[src/rtl/pswallow_div.sv]
module pswallow_div #(
  parameter int SW_W     = 5,
  parameter int MAIN_W_N = 11,
  parameter int MAIN_W_W = 13,
  parameter int N_MIN    = 1056
) (
  input  logic                     clk,
  input  logic                     rst_n,
  input  logic                     fin_en,
  input  logic [SW_W+MAIN_W_W-1:0] n_val,
  input  logic                     wide_mode,
  input  logic                     load,
  output logic                     pulse_o,
  output logic                     mod33_o
);
  localparam int NW     = SW_W + MAIN_W_W;
  localparam int NW_N   = SW_W + MAIN_W_N;
  localparam int PRE_W  = SW_W + 1;
  localparam int PRE_LO = 1 << SW_W;
  localparam logic [NW-1:0] MASK_N = NW'((1 << NW_N) - 1);
  localparam logic [NW-1:0] N_DEF  = NW'(N_MIN);

  logic [NW-1:0]       n_masked, n_eff;
  logic [MAIN_W_W-1:0] pend_main, main_cnt;
  logic [SW_W-1:0]     pend_sw, sw_cnt;
  logic [PRE_W-1:0]    pre_cnt;
  logic                pre_last, cyc_end;

  assign n_masked = wide_mode ? n_val : (n_val & MASK_N);
  assign n_eff    = (n_masked < N_DEF) ? N_DEF : n_masked;
  assign mod33_o  = (sw_cnt != '0);
  assign pre_last = (pre_cnt == (mod33_o ? PRE_W'(PRE_LO) : PRE_W'(PRE_LO - 1)));
  assign cyc_end  = fin_en && pre_last && (main_cnt == MAIN_W_W'(1));

  always_ff @(posedge clk) begin
    if (!rst_n) begin
      pend_main <= N_DEF[NW-1:SW_W];
      pend_sw   <= N_DEF[SW_W-1:0];
    end else if (load) begin
      pend_main <= n_eff[NW-1:SW_W];
      pend_sw   <= n_eff[SW_W-1:0];
    end
  end

  always_ff @(posedge clk) begin
    if (!rst_n) begin
      pre_cnt  <= '0;
      sw_cnt   <= N_DEF[SW_W-1:0];
      main_cnt <= N_DEF[NW-1:SW_W];
      pulse_o  <= 1'b0;
    end else begin
      pulse_o <= cyc_end;
      if (fin_en) begin
        if (!pre_last) begin
          pre_cnt <= pre_cnt + 1'b1;
        end else begin
          pre_cnt <= '0;
          if (cyc_end) begin
            sw_cnt   <= pend_sw;
            main_cnt <= pend_main;
          end else begin
            main_cnt <= main_cnt - 1'b1;
            if (mod33_o) sw_cnt <= sw_cnt - 1'b1;
          end
        end
      end
    end
  end
endmodule


[config.mk]
export PLATFORM = sky130hd
export DESIGN_NAME = pswallow_div
export DESIGN_NICKNAME = d
export VERILOG_FILES = /design/src/rtl/pswallow_div.sv
export SDC_FILE = /design/constraint.sdc
export NUM_CORES = 1
export LEC_CHECK = 0
export ABC_CLOCK_PERIOD_IN_PS = 2350
export BUFFER_PORTS_ARGS = -buffer_cell sky130_fd_sc_hd__buf_2
export CAP_MARGIN = 20
export CORE_MARGIN = 8
export CORE_UTILIZATION = 45
export CTS_CLUSTER_SIZE = 20
export DETAILED_ROUTE_END_ITERATION = 10
export PLACE_DENSITY_LB_ADDON = 0.3
export SLEW_MARGIN = 5
export SYNTH_ARGS = -nofsm -noshare
export SYNTH_HDL_FRONTEND = slang
export SYNTH_SLANG_ARGS = --single-unit
[constraint.sdc]
create_clock -name clk -period 2.35 [get_ports clk]
set_input_delay 0.1175 -clock clk [delete_from_list [all_inputs] [get_ports clk]]
set_output_delay 0.1175 -clock clk [all_outputs]
set_load 0.1 [all_outputs]
==> run summary <==
Worst Tran Pin Value = 0.686 ns
Netlist Area Pre-Place = 2320 µm²
core area = 5040 µm²
Final Worst Setup Slack = 0.223 ns
placed cell areas = 2520 µm²
CTS Buf Count = 5
gpl congestion = 0.892
r2r startpoint = sw_cnt[0]
clock buffer depth = 2
uppermost layer routed = met4
#FFs+latches synth = 43
GRT overflow = 0
post-CTS setup buffers = 0
CP peak stage delay = 0.39 ns
startpoint types = register
Pleak = 1.00 nW
HPWL Detailed = 3.63 mm
unrepaired setup endpoints after global routing = false
largest cells by area after synthesis = dfxtp_1, nor2b_1, a21oi_1, mux2i_1, ha_1
Port Buf Inserts = 24
CP max stage cell = o41ai_1
synth-to-layout area growth = 12.7%
final net count = 317
GRT Total Usage = 14.4%
final hold viol count = 0
remaining antenna violation count = 0
Ys Warns = 0
Setup crit end = main_cnt[10]
clock sinks = 43
post-CTS sizing = 0
Clock Skews = 0.00374 ns
Post-Route WL = 5.17 mm
clock latency on the worst-skew pair = 0.29 ns
antenna violations before repair = 0
R2R Path End = main_cnt[10]
io pins = 25
cts hold-fix bufs = 0
largest net degree at the start of global routing = 40
EDFF count, synth = 0
worst hold path class = in2reg
WL/cell = 14.4 µm
Period Utilization, post-route = 90.5%
Total Neg Setup Slack = 0 ns
layout cell share with drive strength beyond 1 = 18.7%
VDD IR-drop max = 0.308 mV
CP Capture Type = register
Yosys top cell by area = dfxtp_1
Initial Utilization = 46.1%
Setup WS pre-CTS = 0.261 ns
vias in the first global route = 1949
top cell type's share of synthesized area = 37.0%
met3 WL = 181 µm
Worst slew margin = 53.8%
Crit path required time = 2.52 ns
Pwr Density = 538 nW/µm²
Die W = 87.9 µm
fmax = 470 MHz
register area share after synthesis = 37.0%
Post-synth ARST share = 0%
CP startpoint = sw_cnt[0]
post-route cell area = 2620 µm²
count of final max-slew check failures = 0
# DRC = 0
routed vias/inst = 5.42
# diodes = 0
synth unique cells = 56
DR pass1 iterations = 4
Synth Instances = 265
Post-Route M1 WL = 2.60 mm
DR iter-0 viols = 93
CTS tree = yes
flop2flop setup slack = 0.22 ns
FF-to-FF path depth = 9
Die Area = 7720 µm²
critical path, cell by cell = inv_1 > ha_1 > nor4b_4 > inv_2 > nor4_4 > nor2_2 > buf_4 > o41ai_1 > a21boi_1
mean post-synth cell area = 8.77 µm²
chip height = 87.9 µm
H-tree depth = 2
first-pass GRT wire length = 8.96 mm
Worst-path clk slew = 0.08 ns
data arrival time of the critical path = 2.30 ns
row cnt = 26
MaxCap Viol Count = 0
setup violators final = 0
CP Max Fanout = 25
Root Buffer = clkbuf_8
Mapped Nets = 293
WL met2 = 2.28 mm
Critical Setup Path Class = reg2reg
top_reg_cell synth = dfxtp_1
Hold WS = 0.0738 ns
min Tclk post-route = 2.13 ns
status = finished, final reports clean
routed via count = 1946
logic make-up (layout without fill, tap and decap cells):
| logic type | Yosys count | in the layout | share of synthesized area (%) |
|---|---|---|---|
| AO/OA/AOI/OAI | 75 | 75 | 23.2 |
| XOR/XNOR | 6 | 6 | 2.26 |
| adder cells (fa/ha/maj) | 5 | 5 | 2.69 |
| buffers and inverters | 24 | 48 | 4.84 |
| flip-flops | 43 | 43 | 37.0 |
| multiplexers | 9 | 9 | 3.93 |
| AND/OR/NAND/NOR | 103 | 103 | 26.0 |
how the worst min path moves through the flow:
| stage | slack [ns] | cells after the start | startpoint | to |
|---|---|---|---|---|
| floorplan | 0.28 | 2 | n_val[9] | pend_main[4] |
| global placement | 0.36 | 3 | n_val[2] | pend_sw[2] |
| detailed placement | 0.38 | 3 | n_val[4] | pend_sw[4] |
| CTS | 0.07 | 3 | n_val[4] | pend_sw[4] |
| global route | 0.09 | 3 | n_val[4] | pend_sw[4] |
| finish | 0.07 | 3 | n_val[4] | pend_sw[4] |
Yosys cell counts, drive strengths merged (6+ instances only):
| library cell | number |
|---|---|
| o21ai | 14 |
| clkbuf | 8 |
| and3 | 6 |
| a21boi | 9 |
| inv | 8 |
| a21oi | 22 |
| mux2i | 8 |
| nand2b | 6 |
| nand2 | 13 |
| dfxtp | 43 |
| nor2 | 17 |
| nor2b | 25 |
| nand3 | 6 |
| nor3 | 8 |
| buf | 8 |
routing by layer:
metal	up-vias	GRT usage, %
met5	-	0
li1	1003	-
met4	0	5.63
met2	40	22.4
met1	894	18.2
met3	9	4.13
final cells by class:
cell class / instances / area (µm²)
Multi-Input combinational cell: 198 / 1350
Inverter: 8 / 30.0
Timing Repair Buffer: 33 / 188
Sequential cell: 43 / 861
Clock inverter: 1 / 30.0
Clock buffer: 6 / 72.6
Tap cell: 70 / 87.6
Fill cell: 470 / 2420
placed cells by master (no fill, tap or decap), drive strengths merged, types with 4 or more instances in the layout:
| cell | instances |
|---|---|
| clkbuf | 6 |
| nand2b | 6 |
| mux2i | 8 |
| o21a | 4 |
| nor2b | 25 |
| o221a | 5 |
| dfxtp | 43 |
| and3 | 6 |
| or3 | 4 |
| buf | 33 |
| o21ai | 14 |
| ha | 5 |
| a21boi | 9 |
| nand3 | 6 |
| inv | 8 |
| nor3 | 8 |
| nand4 | 4 |
| nand2 | 13 |
| a21oi | 22 |
| nor2 | 17 |
| nor4 | 4 |
sequential cells by signal, indices dropped and copies added, names as in the netlist:
register   cells
main_cnt      13
pend_main     13
pre_cnt        6
pend_sw        5
sw_cnt         5
pulse_o        1
worst max-delay path, delay by kind of cell, from the launching register on:
| kind | cells | cell delay, ns |
|---|---|---|
| and+or+nand+nor | 3 | 0.56 |
| AOI/OAI and AO/OA | 2 | 0.49 |
| buffers and inverters | 3 | 0.46 |
| DFF | 1 | 0.33 |
| adders and majority gates | 1 | 0.16 |
stage by stage:
step / total power [mW] / std cells / util, %
after floorplan: 0.835 / 265 / -
after global placement: 0.871 / 352 / 49.9
after detailed placement: 0.871 / 352 / 49.9
after CTS: 1.43 / 359 / 52.0
after global routing: 1.47 / 359 / 52.0
final: 1.41 / 359 / 52.0
report_power, final:
group / switching (mW) / leakage [nW] / internal, mW
clock: 0.243 / 0.0513 / 0.312
sequential: 0.0143 / 0.350 / 0.749
combinational: 0.0458 / 0.603 / 0.0467
total: 0.303 / 1.00 / 1.11
Note: power is estimated with default switching activity, not from simulation.
